$ cat src/rtl/fgen_pkg.sv
package fgen_pkg;

    localparam int FIELD_W = 10;
    localparam int DIV_W   = 8;
    localparam int RATIO_W = DIV_W + 2;

    typedef enum logic [1:0] {
        SRC_NONE = 2'd0,
        SRC_CPU  = 2'd1,
        SRC_AUX  = 2'd2,
        SRC_AUX2 = 2'd3
    } src_e;

    typedef struct packed {
        logic               on;
        src_e               src;
        logic [RATIO_W-1:0] ratio;
    } gen_cfg_t;

    // Turn one control field into an enable, a source and a divide ratio.
    function automatic gen_cfg_t decode_field(input logic [FIELD_W-1:0] f,
                                              input logic               scale,
                                              input logic               ext);
        gen_cfg_t           c;
        logic [RATIO_W-1:0] base;
        base = RATIO_W'(f[FIELD_W-1:2]) + RATIO_W'(1);
        if (ext) begin
            c.on = (f[1:0] != 2'd0);
            unique case (f[1:0])
                2'd1:    c.src = SRC_AUX2;
                2'd2:    c.src = SRC_CPU;
                2'd3:    c.src = SRC_AUX;
                default: c.src = SRC_NONE;
            endcase
            c.ratio = scale ? base : (base << 1);
        end else begin
            c.on    = f[1];
            c.src   = f[0] ? SRC_AUX : SRC_CPU;
            c.ratio = base << 1;
        end
        return c;
    endfunction

endpackage

$ cat src/rtl/fgen_regs.sv
module fgen_regs
    import fgen_pkg::*;
#(
    parameter int NUM_GEN     = 6,
    parameter int GEN_PER_REG = 3,
    parameter int SCALE_BIT   = 30,
    parameter bit EXTENDED    = 1'b1,
    localparam int NUM_REG    = (NUM_GEN + GEN_PER_REG - 1) / GEN_PER_REG,
    localparam int SEL_W      = (NUM_REG > 1) ? $clog2(NUM_REG) : 1
) (
    input  logic                          clk,
    input  logic                          rst_n,
    input  logic                          wr_en,
    input  logic [SEL_W-1:0]              wr_sel,
    input  logic [31:0]                   wr_data,
    input  logic [SEL_W-1:0]              rd_sel,
    output logic [31:0]                   rd_data,
    output logic [NUM_GEN-1:0][FIELD_W-1:0] fields,
    output logic [NUM_GEN-1:0]            scales
);

    localparam int USED_W = EXTENDED ? (SCALE_BIT + 1) : (GEN_PER_REG * FIELD_W);
    localparam logic [31:0] KEEP = (USED_W >= 32) ? '1 : ((32'd1 << USED_W) - 32'd1);

    logic [31:0] ctl [NUM_REG];

    always_ff @(posedge clk or negedge rst_n) begin
        if (!rst_n) begin
            for (int r = 0; r < NUM_REG; r++) ctl[r] <= '0;
        end else if (wr_en) begin
            ctl[wr_sel] <= wr_data & KEEP;
        end
    end

    assign rd_data = ctl[rd_sel];

    for (genvar g = 0; g < NUM_GEN; g++) begin : g_field
        localparam int REG = g / GEN_PER_REG;
        localparam int LSB = FIELD_W * (g % GEN_PER_REG);
        assign fields[g] = ctl[REG][LSB +: FIELD_W];
        if (EXTENDED) begin : g_scale
            assign scales[g] = ctl[REG][SCALE_BIT];
        end else begin : g_noscale
            assign scales[g] = 1'b0;
        end
    end

endmodule

$ cat src/rtl/fgen_divider.sv
module fgen_divider
    import fgen_pkg::*;
(
    input  logic     clk,
    input  logic     rst_n,
    input  gen_cfg_t cfg,
    input  logic     src_cpu_tick,
    input  logic     src_aux_tick,
    input  logic     src_aux2_tick,
    output logic     gen_clk,
    output logic     gen_tick
);

    typedef enum logic {ST_OFF, ST_COUNT} state_e;

    state_e             state, state_nx;
    src_e               act_src;
    logic [RATIO_W-1:0] act_ratio;
    logic [RATIO_W-1:0] cnt;
    logic               src_hit;
    logic               period_end;

    always_comb begin
        unique case (act_src)
            SRC_CPU:  src_hit = src_cpu_tick;
            SRC_AUX:  src_hit = src_aux_tick;
            SRC_AUX2: src_hit = src_aux2_tick;
            default:  src_hit = 1'b0;
        endcase
    end

    assign period_end = src_hit && (cnt == act_ratio - RATIO_W'(1));

    always_comb begin
        state_nx = state;
        unique case (state)
            ST_OFF:   if (cfg.on)  state_nx = ST_COUNT;
            ST_COUNT: if (!cfg.on) state_nx = ST_OFF;
        endcase
    end

    always_ff @(posedge clk or negedge rst_n) begin
        if (!rst_n) state <= ST_OFF;
        else        state <= state_nx;
    end

    always_ff @(posedge clk or negedge rst_n) begin
        if (!rst_n) begin
            cnt       <= '0;
            act_src   <= SRC_NONE;
            act_ratio <= RATIO_W'(2);
            gen_clk   <= 1'b0;
            gen_tick  <= 1'b0;
        end else begin
            gen_tick <= 1'b0;
            unique case (state)
                ST_OFF: begin
                    gen_clk <= 1'b0;
                    cnt     <= '0;
                    if (cfg.on) begin
                        act_src   <= cfg.src;
                        act_ratio <= cfg.ratio;
                    end
                end
                ST_COUNT: begin
                    if (!cfg.on) begin
                        gen_clk <= 1'b0;
                        cnt     <= '0;
                    end else if (period_end) begin
                        cnt       <= '0;
                        gen_tick  <= 1'b1;
                        gen_clk   <= ~gen_clk;
                        act_src   <= cfg.src;
                        act_ratio <= cfg.ratio;
                    end else if (src_hit) begin
                        cnt <= cnt + RATIO_W'(1);
                    end
                end
            endcase
        end
    end

endmodule

$ cat src/rtl/fgen_bank.sv
module fgen_bank
    import fgen_pkg::*;
#(
    parameter int NUM_GEN     = 6,
    parameter int GEN_PER_REG = 3,
    parameter int SCALE_BIT   = 30,
    parameter bit EXTENDED    = 1'b1,
    localparam int NUM_REG    = (NUM_GEN + GEN_PER_REG - 1) / GEN_PER_REG,
    localparam int SEL_W      = (NUM_REG > 1) ? $clog2(NUM_REG) : 1
) (
    input  logic               clk,
    input  logic               rst_n,
    input  logic               wr_en,
    input  logic [SEL_W-1:0]   wr_sel,
    input  logic [31:0]        wr_data,
    input  logic [SEL_W-1:0]   rd_sel,
    output logic [31:0]        rd_data,
    input  logic               src_cpu_tick,
    input  logic               src_aux_tick,
    input  logic               src_aux2_tick,
    output logic [NUM_GEN-1:0] gen_clk,
    output logic [NUM_GEN-1:0] gen_tick
);

    logic [NUM_GEN-1:0][FIELD_W-1:0] fields;
    logic [NUM_GEN-1:0]              scales;
    logic [NUM_GEN-1:0]              gen_on;

    fgen_regs #(
        .NUM_GEN    (NUM_GEN),
        .GEN_PER_REG(GEN_PER_REG),
        .SCALE_BIT  (SCALE_BIT),
        .EXTENDED   (EXTENDED)
    ) u_regs (
        .clk    (clk),
        .rst_n  (rst_n),
        .wr_en  (wr_en),
        .wr_sel (wr_sel),
        .wr_data(wr_data),
        .rd_sel (rd_sel),
        .rd_data(rd_data),
        .fields (fields),
        .scales (scales)
    );

    for (genvar g = 0; g < NUM_GEN; g++) begin : g_gen
        gen_cfg_t cfg;
        assign cfg       = decode_field(fields[g], scales[g], EXTENDED);
        assign gen_on[g] = cfg.on;

        fgen_divider u_div (
            .clk          (clk),
            .rst_n        (rst_n),
            .cfg          (cfg),
            .src_cpu_tick (src_cpu_tick),
            .src_aux_tick (src_aux_tick),
            .src_aux2_tick(src_aux2_tick),
            .gen_clk      (gen_clk[g]),
            .gen_tick     (gen_tick[g])
        );
    end

endmodule

$ cat config.mk
export PLATFORM = sky130hd
export DESIGN_NAME = fgen_bank
export DESIGN_NICKNAME = d
export VERILOG_FILES = /design/src/rtl/fgen_pkg.sv /design/src/rtl/fgen_regs.sv /design/src/rtl/fgen_divider.sv /design/src/rtl/fgen_bank.sv
export SDC_FILE = /design/constraint.sdc
export NUM_CORES = 1
export LEC_CHECK = 0
export BUFFER_PORTS_ARGS = -buffer_cell sky130_fd_sc_hd__buf_2
export CORE_UTILIZATION = 55
export CTS_CLUSTER_DIAMETER = 150
export CTS_CLUSTER_SIZE = 8
export DETAILED_ROUTE_END_ITERATION = 7
export PLACE_DENSITY_LB_ADDON = 0.2
export SLEW_MARGIN = 20
export SYNTH_ARGS = -nofsm -noshare
export SYNTH_HDL_FRONTEND = slang
export SYNTH_SLANG_ARGS = --single-unit
$ cat constraint.sdc
create_clock -name clk -period 4.9 [get_ports clk]
set_clock_uncertainty 0.05 [all_clocks]
set_input_delay 0.98 -clock clk [delete_from_list [all_inputs] [get_ports clk]]
set_output_delay 0.98 -clock clk [all_outputs]
set_load 0.03 [all_outputs]
== Yosys cells after proc, flatten, opt, wreduce, memory -nomap -nowiden ==
Cells that the tools add are included.
Storage, ports and cells
  flip-flop bits (word level): 214
Operators by class
  $add $sub $neg: 18
  $lt $le $gt $ge: 3
  equal/unequal tests: 72
  mux-type cells: 138
  bitwise operators: 14
  reductions and logical operators: 19
Operators by type and width (count)
  2-to-1 mux 10 bit: 42
  case mux 10 bit (2 select lines): 12
  2-to-1 mux 32 bit: 4
  bitwise mux 64 bit: 1
  adder 10 x 1 -> 10 bit (second input constant): 6
  == test 10 bit: 6
  subtractor 10 x 1 -> 10 bit (second input constant): 6
  adder 8 x 1 -> 9 bit (second input constant): 6
  == test 2 bit (second input constant): 24
  2-to-1 mux 1 bit: 36
  2-to-1 mux 2 bit: 18
  case mux 2 bit (3 select lines): 6
  demux 32 bit (select 1 bit): 1
  == test 2 x 1 -> 1 bit (second input constant): 12
  != test 2 x 1 -> 1 bit (second input constant): 12
  != test 4 bit (second input constant): 6
  case mux 2 bit (2 select lines): 6
  != test 3 bit (second input constant): 6
  case mux 1 bit (3 select lines): 6
  AND reduction 3 bit: 6
  != test 2 bit (second input constant): 6
  inverter 1 bit: 12
  case mux 1 bit (2 select lines): 6
  nonzero test 2 bit: 6
  other kinds (4): 12

== Depth between registers and ports, before layout ==
Gate-level depths: netlist of the first run.
  depth after elaboration: 6
  depth in mapped cells: 11

== Modules after synthesis ==
A second synthesis of the first run with hierarchy kept.
Second synthesis, totals
  cell total of the unflattened synthesis: 1310
  area total of the unflattened synthesis: 13770.7 um2
Modules (own cells, without submodules)
  fgen_divider: instances 6, cells an instance 133, area an instance 1465.2 um2, sequential area each 626.9 um2
  fgen_regs: instances 1, cells an instance 172, area an instance 2716.4 um2, sequential area each 1551.5 um2
  fgen_bank: instances 1, cells an instance 340, area an instance 2263.4 um2, sequential area each 0.0 um2

== Least setup slack after synthesis of the first run ==
Ideal clock, no wire load.
  kind: input to output
  from: input rd_sel
  to: output rd_data[11]
  arrival: 2068 ps
  required time: 3870 ps
  path slack: 1802 ps
  cell stages on the path: 3
  path through: clkbuf_1 > clkbuf_1 > o21ai_0
Between the ends
  word-level cells in the longest chain between the ends: 4
Ends and longest elaborated chain
  start, declared: line fgen_bank.sv:16  | input logic [SEL_W-1:0] rd_sel,
  inverter 1 -> 2 bit (not written as such): line fgen_regs.sv:35  | assign rd_data = ctl[rd_sel];
  2-to-1 mux 32 bit (not written as such) (3 in a row): line fgen_regs.sv:35
  end, declared: line fgen_bank.sv:17  | output logic [31:0] rd_data,
No other way between the ends. The select of a mux whose other input is x is not followed.

== Worst setup path after layout of the first run ==
  from: register u_regs.ctl (netlist bit u_regs.scales[0])
  to: output rd_data[30]
Between the ends
  word-level cells in the longest chain between the ends: 3
Ends and longest elaborated chain
  start, declared: line fgen_regs.sv:25  | logic [31:0] ctl [NUM_REG];
  start signal, assigned by index: line fgen_regs.sv:31  | ctl[wr_sel] <= wr_data & KEEP;
  2-to-1 mux 32 bit (not written as such) (3 in a row): line fgen_regs.sv:35
No other way between the ends. The select of a mux whose other input is x is not followed.

==> results of run 1 <==
## synth_stat cells, types with 24 or more instances
cell,n
nor2_1,147
nand4_1,24
nand2_1,103
dfrtp_1,206
a21oi_1,46
nand3_1,61
mux2_2,117
o21ai_0,46
ha_1,42
clkbuf_1,45
mux2i_1,43
inv_1,58
nor3_1,29
xor2_1,78
xnor2_1,75
## report_power, final
| part | internal, W | total [W] | leakage [nW] | switching [W] |
|---|---|---|---|---|
| Sequential | 0.00215 | 0.00270 | 2.67 | 0.000547 |
| Combinational | 0.00105 | 0.00216 | 3.29 | 0.00112 |
| Clock | 0.00122 | 0.00197 | 0.422 | 0.000757 |
## through the flow
step	hold slack, ps	cell area [um^2]
floorplan	423	13000
global placement	443	13500
detailed placement	454	13500
CTS	460	14400
global route	472	14500
finish	413	14500
## final timing paths
path                                                               from                                       to  cells past startpoint
worst min register to register  g_gen[5].u_div.act_ratio[1]$_DFFE_PN1P_  g_gen[5].u_div.act_ratio[1]$_DFFE_PN1P_                      2
worst max register to register  g_gen[5].u_div.act_ratio[0]$_DFFE_PN0P_    g_gen[5].u_div.act_src[0]$_DFFE_PN0P_                      9
min in group clk                g_gen[5].u_div.act_ratio[1]$_DFFE_PN1P_  g_gen[5].u_div.act_ratio[1]$_DFFE_PN1P_                      2
worst max-delay path                       u_regs.scales[0]$_DFFE_PN0P_                              rd_data[30]                      3
max in group asynchronous                                         rst_n  g_gen[2].u_div.act_ratio[1]$_DFFE_PN1P_                      2
worst min-delay path                                              rst_n        g_gen[3].u_div.cnt[8]$_DFFE_PN0P_                      1
## layout make-up
class | count | area [um^2] | share of cell area [%]
antenna | 3 | 7.51 | 0.0519
inverter | 59 | 221 | 1.53
timing repair buffer | 89 | 488 | 3.37
sequential | 212 | 5320 | 36.7
clock buffer | 53 | 858 | 5.93
clock inverter | 1 | 30.0 | 0.208
multi-input combinational | 1010 | 7150 | 49.4
tap | 313 | 392 | 2.71
## sequential cells by signal (all words and copies together), names as in the netlist
| name | count |
|---|---|
| g_gen.u_div.act_ratio | 60 |
| g_gen.u_div.act_src | 12 |
| g_gen.u_div.cnt | 60 |
| g_gen.u_div.gen_clk | 6 |
| g_gen.u_div.gen_tick | 6 |
| g_gen.u_div.state | 6 |
| u_regs.fields | 60 |
| u_regs.scales | 2 |
## per-layer routing
| metal | track usage [%] | part of all wire (%) | up-vias |
|---|---|---|---|
| li1 | - | - | 4818 |
| met1 | 31.3 | 46 | 4777 |
| met2 | 38.1 | 46 | 202 |
| met3 | 5.14 | 5.7 | 44 |
| met4 | 5.93 | 2.2 | 2 |
| met5 | 0 | 0.047 | - |
## logic make-up (layout without fill, tap and decap cells)
kind of cell | Yosys count | in the layout | share of synthesized area [%]
AO/OA/AOI/OAI | 181 | 181 | 8.82
XOR/XNOR | 153 | 153 | 10.3
adder cells (fa/ha/maj) | 42 | 42 | 4.04
buffers and inverters | 130 | 202 | 4.25
flip-flops | 212 | 212 | 40.8
multiplexers | 167 | 167 | 14.2
other | 1 | 4 | 0.0288
AND/OR/NAND/NOR | 466 | 466 | 17.5
## worst max-delay path, stage by stage, from the launching register on
cell,delay (ps)
dfrtp_2,1080
clkinv_1,630
o21ai_0,470
buf_2,270
==> out/metrics.cfg, run 1 <==
[route]
drt_pass1_iterations=5
via_count=9843
drcViolationCount=0
wl_per_cell_um=15.8
routed_wl_um=27500
ant_nets=0
via_per_inst=5.66
drt-initial-drc-count=489

[worst_setup_path]
path_class=reg -> out
start_kind=register
critical_path_required_ps=3870
crit_arrival_ps=2990
crit_fanout=68
r2r_slack_ps=1450
endpoint_kind=output pin

[logic_synthesis]
postSynth.asyncResetShare_pct=100
synthCells=1352
synthesis.area_um2=13000
syn_nets=1434
synth_edf_count=0
yosysUniqueCellTypes=63
yosys_warnings=0
synth_top_cell_area_share_pct=39.6
synth_area_leaders=dfrtp_1, mux2_2, xor2_1, xnor2_1, nor2_1
synthFlopType=dfrtp_1
synth_top_cell_by_area=dfrtp_1
yosysSeqAreaShare_pct=40.8
synth.avg_cell_area_um2=9.62
synth_seq_cells=212

[grt]
grt_pass1_wl_um=46300
grt_pass1_vias=9442
grt_antenna_before_repair=3
track_usage_pct=23.3
overflow=0
grt_max_degree=107

[floorplanning]
fp.dieW_um=156
die_h_um=156
dieArea_um2=24300
rows=55
io_pins=84
initial_utilization_pct=56.8
core-area_um2=22900

[clock_network]
cts.htree.levels=1
cts_root_buf=clkbuf_16
cts_hold_buffers=0
clock-sinks=212
numCtsBuffers=30
clk_path_buf_depth=3
clkLatencyLatePin_ps=540
cts_tree=yes
post_cts_buffers=0
clk_pin_slew_worst_paths_ps=50
cts_resized=0

[sta]
final.period_utilization_pct=82.1
slew_headroom_pct=27.7
period_needed_ps=4020
slew_viol_final=0
setup_viol=0
fin_tns_setup_ps=0
fmax_mhz=249
tightest_slew_ps=1080
rsz0062_at_grt=no
fin_ws_ps=879
hold_violations=0

[cells_and_area]
mostFrequentLayoutCells=dfrtp_1, nor2_1, mux2_2
areaGrowthSynthToFinish_pct=11.2
final_common_cell=dfrtp_1
drive_gt1_share_pct=18.3
utilization_pct=63.1
fillers=1942
fin_cells=1740
nets=1484

[placement]
gp_congestion=0.850
placed_cells=1682
place_hpwl_um=19300
dp_slack_ps=1170
numPortBuffers=81

[run]
cap_violations=0

[min_path]
worstHoldPathType=in -> async

[run_status]
run_status=finished clean

[pwr]
p_per_area_nw_per_um2=473
p_total_w=0.00684
peakVddDrop_mv=0.420
power_leakage_nw=6.38

(Power assumes the default switching activity.)
==> run 2: changes to the inputs <==
- clock period: 4.9 -> 3.75 ns (I/O delays scaled with it)
==> run 2 against run 1 <==
Against the previous run:
- power is 31% higher
- clock power grew 30%
- register-to-register slack worse by 1200 ps
- critical endpoint is now g_gen[5].u_div.act_ratio[7]$_DFFE_PN0P_
- via count grew 0.65%
- die area is the same
- wire length is 0.25% lower
- critical path depth rose by 6
- final area is 0.48% higher
==> out/metrics.cfg, run 2 (synthesis gave the netlist of run 1 again) <==
[run_status]
run_status=finished clean

[route]
wl_per_cell_um=15.7
drt_pass1_iterations=5
drcViolationCount=0
routed_wl_um=27500
ant_nets=0
drt-initial-drc-count=498
via_per_inst=5.67
via_count=9907

[cells_and_area]
multi_input_area_um2=7150
areaGrowthSynthToFinish_pct=11.7
drive_gt1_share_pct=18.7
postLayoutCellArea_um2=14500
final_common_cell=dfrtp_1
ff_latch_area_um2=5320
fillers=1922
nets=1491
mostFrequentLayoutCells=dfrtp_1, nor2_1, mux2_2

[clock_network]
cts_tree=yes
cts_hold_buffers=0
clk_path_buf_depth=3
clk_pin_slew_worst_paths_ps=50
clkLatencyLatePin_ps=540
post_cts_buffers=0
cts_resized=0
numCtsBuffers=30
cts.htree.levels=1
clock-sinks=212
cts_root_buf=clkbuf_16

[floorplanning]
initial_utilization_pct=56.8
dieArea_um2=24300
fp.dieW_um=156
io_pins=84
die_h_um=156
rows=55
core-area_um2=22900

[pwr]
internal-power_w=0.00581
p_per_area_nw_per_um2=617
swShare_pct=35.1
power_leakage_nw=6.42
p_seq_share_pct=39.2
comb_power_share_pct=32.2
p_total_w=0.00896
clkPwrFrac_pct=28.6
switching_power_w=0.00315
peakVddDrop_mv=0.433

[placement]
place_area_um2=13600
place_hpwl_um=19200
gp_congestion=0.827
dp_slack_ps=426
numPortBuffers=81

[grt]
top_usage_layer=met2
grt_util_met3_pct=4.81
overflow=0
track_usage_pct=23.0
grt_pass1_vias=9678
grt_max_degree=80
globalRouteMet1Util_pct=29.9
use_met2_pct=38.3
grt_pass1_wl_um=45900
grt_antenna_before_repair=4

[sta]
rsz0062_at_grt=no
hold_violations=0
slew_viol_final=0
fin_ws_ps=287
period_needed_ps=3460
fin_hold_ws_ps=103
fmax_mhz=289
setup_viol=0
tightest_slew_ps=1040
final.period_utilization_pct=92.4
slew_headroom_pct=30.4
fin_tns_setup_ps=0

[min_path]
worstHoldPathType=in -> async

[worst_setup_path]
endpoint_kind=register
start_kind=register
critical_path_required_ps=4120
crit_fanout=11
crit_arrival_ps=3830
path_class=reg -> reg

[run]
cap_violations=0

==> run 2: cell count changes in the layout (fill, tap and decap cells not counted), sizes merged <==
| cell | before | now |
|---|---|---|
| buf | 89 | 96 |
| clkbuf | 53 | 54 |
==> run 2: area by class of cell <==
cell class	count	share of cell area, %
antenna	3	0.0517
clock buffer	54	5.93
clock inverter	1	0.207
inverter	59	1.52
multi-input combinational	1010	49.2
sequential	212	36.6
tap	313	2.69
timing repair buffer	96	3.81
==> run 2: per-stage QoR <==
| stage | utilization [%] | std cells |
|---|---|---|
| after global placement | 59.5 | 1690 |
| after CTS | 63.4 | 1745 |
| after detailed placement | 59.5 | 1690 |
| final | 63.4 | 1748 |
| after global routing | 63.4 | 1745 |
| after floorplan | - | 1352 |
==> run 2: path summary, 6_finish.rpt <==
kind | from | to | slack, ps | cells past startpoint
worst max-delay path | g_gen[5].u_div.act_ratio[0]$_DFFE_PN0P_ | g_gen[5].u_div.act_ratio[7]$_DFFE_PN0P_ | 290 | 9
worst min-delay path | rst_n | g_gen[3].u_div.cnt[8]$_DFFE_PN0P_ | 100 | 1
worst max register to register | g_gen[5].u_div.act_ratio[0]$_DFFE_PN0P_ | g_gen[5].u_div.act_ratio[7]$_DFFE_PN0P_ | 290 | 9
worst min register to register | g_gen[4].u_div.act_ratio[1]$_DFFE_PN1P_ | g_gen[4].u_div.act_ratio[1]$_DFFE_PN1P_ | 460 | 2
max in group asynchronous | rst_n | g_gen[1].u_div.act_ratio[1]$_DFFE_PN1P_ | 2710 | 2
min in group clk | wr_data[11] | u_regs.fields[11]$_DFFE_PN0P_ | 380 | 3
==> run 2: layer usage <==
layer  vias to the layer above  share of wire (%)  wire length (um)
li1                       4846                  -                 -
met1                      4821                 45             12500
met2                       191                 46             12600
met3                        47                5.8              1610
met4                         2                2.7               746
met5                         -              0.036                10
==> run 2: worst max-delay path, stage by stage (launching register included) <==
cell and delay (ps):
dfrtp_1 410, inv_1 90, ha_1 180, nor3b_1 570, a21boi_0 260, nor4bb_1 310
nor3b_1 90, a2111o_1 430, a21oi_2 550, mux2_2 410
==> run 2: power groups by stage <==
stage | clock [W] | combinational [W] | sequential (W)
2_1_floorplan | 0 | 0.00239 | 0.00331
3_5_place_dp | 0 | 0.00288 | 0.00355
5_1_grt | 0.00272 | 0.00322 | 0.00362
3_3_place_gp | 0 | 0.00279 | 0.00353
6_report | 0.00256 | 0.00288 | 0.00352
4_1_cts | 0.00262 | 0.00290 | 0.00351
==> run 3: changes to the inputs <==
- SETUP_SLACK_MARGIN: not set -> 0.5
==> run 3 against run 2 <==
Against the previous run:
- first-iteration DRC count is 5.4% higher
- sequential cell count stayed put
- power hardly changed
- worst hold slack better by 1.4 ps
- setup slack better by 420 ps
- clock power hardly changed
- global-route usage hardly changed
- critical endpoint unchanged
- highest routed layer unchanged
==> out/metrics.cfg, run 3 (synthesis gave the netlist of run 1 again) <==
[sta]
period_needed_ps=3050
hold_violations=0
fin_ws_ps=703
rsz0062_at_grt=no
final.period_utilization_pct=81.3
slew_headroom_pct=29.9
fin_tns_setup_ps=0
tightest_slew_ps=1050
setup_viol=0
slew_viol_final=0
fmax_mhz=328

[worst_setup_path]
crit_arrival_ps=3410
critical_path_required_ps=4120
path_class=reg -> reg
endpoint_kind=register
r2r_cells=7
start_kind=register
crit_fanout=11

[pwr]
comb_power_share_pct=32.2
p_seq_share_pct=39.3
clkPwrFrac_pct=28.5
switching_power_w=0.00315
swShare_pct=35.1
p_per_area_nw_per_um2=616
power_leakage_nw=6.42
internal-power_w=0.00582
peakVddDrop_mv=0.433

[run]
cap_violations=0

[cells_and_area]
areaGrowthSynthToFinish_pct=11.9
utilization_pct=63.5
fillers=1920
drive_gt1_share_pct=18.9
fin_cells=1748
final_common_cell=dfrtp_1
nets=1491
mostFrequentLayoutCells=dfrtp_1, nor2_1, mux2_2

[clock_network]
clkLatencyLatePin_ps=540
clk_pin_slew_worst_paths_ps=50
clk_path_buf_depth=3
cts_root_buf=clkbuf_16
numCtsBuffers=30
cts_tree=yes
post_cts_buffers=0
clock-sinks=212
cts_hold_buffers=0
cts.htree.levels=1

[grt]
track_usage_pct=23.0
grt_pass1_vias=9678
grt_pass1_wl_um=45900
grt_max_degree=80
overflow=0
grt_antenna_before_repair=4

[min_path]
worstHoldPathType=in -> async

[route]
wl_per_cell_um=15.7
drt_pass1_iterations=5
ant_nets=0
drt-initial-drc-count=525
via_per_inst=5.67
routed_wl_um=27400
drcViolationCount=0
via_count=9914

[placement]
place_hpwl_um=19200
placed_cells=1690
gp_congestion=0.827
numPortBuffers=81
dp_slack_ps=426

[floorplanning]
fp.dieW_um=156
initial_utilization_pct=56.8
dieArea_um2=24300
rows=55
die_h_um=156
core-area_um2=22900
io_pins=84

[run_status]
run_status=finished clean

==> run 3: cell type report <==
class	instances	area (um^2)	area share (%)
well taps	313	392	2.69
inverters	59	221	1.52
multi-input cells	1010	7170	49.3
clock inverters	1	30.0	0.206
repair buffers	96	553	3.80
flip-flops and latches	212	5320	36.5
clock buffers	54	862	5.92
diodes	3	7.51	0.0516
==> run 3: per-stage QoR <==
| step | hold slack (ps) | power, W | cell area, um^2 |
|---|---|---|---|
| 2_1_floorplan | 404 | 0.00570 | 13000 |
| 3_5_place_dp | 458 | 0.00642 | 13600 |
| 5_1_grt | 144 | 0.00957 | 14500 |
| 4_1_cts | 121 | 0.00904 | 14500 |
| 3_3_place_gp | 443 | 0.00632 | 13600 |
| 6_report | 105 | 0.00897 | 14600 |
==> run 3: critical path, cell delays in order, from the launching register on <==
cell and delay (ps):
dfrtp_1 410, or4_1 570, nor2_1 260, xor2_1 110
o221a_2 250, a2111o_1 500, a21oi_4 380, mux2_2 390
==> run 3: final timing paths <==
check,end,start,slack (ps)
max,g_gen[5].u_div.act_ratio[7]$_DFFE_PN0P_,g_gen[5].u_div.act_ratio[0]$_DFFE_PN0P_,700
min,g_gen[3].u_div.cnt[8]$_DFFE_PN0P_,rst_n,100
max reg2reg,g_gen[5].u_div.act_ratio[7]$_DFFE_PN0P_,g_gen[5].u_div.act_ratio[0]$_DFFE_PN0P_,700
min reg2reg,g_gen[4].u_div.act_ratio[1]$_DFFE_PN1P_,g_gen[4].u_div.act_ratio[1]$_DFFE_PN1P_,460
max in group asynchronous,g_gen[1].u_div.act_ratio[1]$_DFFE_PN1P_,rst_n,2700
min in group clk,u_regs.fields[11]$_DFFE_PN0P_,wr_data[11],380
==> run 3: routing by layer <==
metal	track usage, %	wire [um]	vias up
li1	-	-	4847
met1	29.9	12500	4828
met2	38.3	12600	192
met3	4.81	1540	45
met4	7.56	741	2
met5	0	10	-
==> run 3: power groups by stage <==
stage	combinational, W	sequential [W]	clock, W
detailed placement	0.00288	0.00355	0
CTS	0.00291	0.00352	0.00262
finish	0.00289	0.00352	0.00256
global placement	0.00279	0.00353	0
global route	0.00323	0.00362	0.00272
floorplan	0.00239	0.00331	0
==> run 3: what timing repair did <==
item | CTS | global route
pin swaps | 0 | 1
gates resized for setup | 1 | 3
endpoints found under the setup margin | 12 | 30
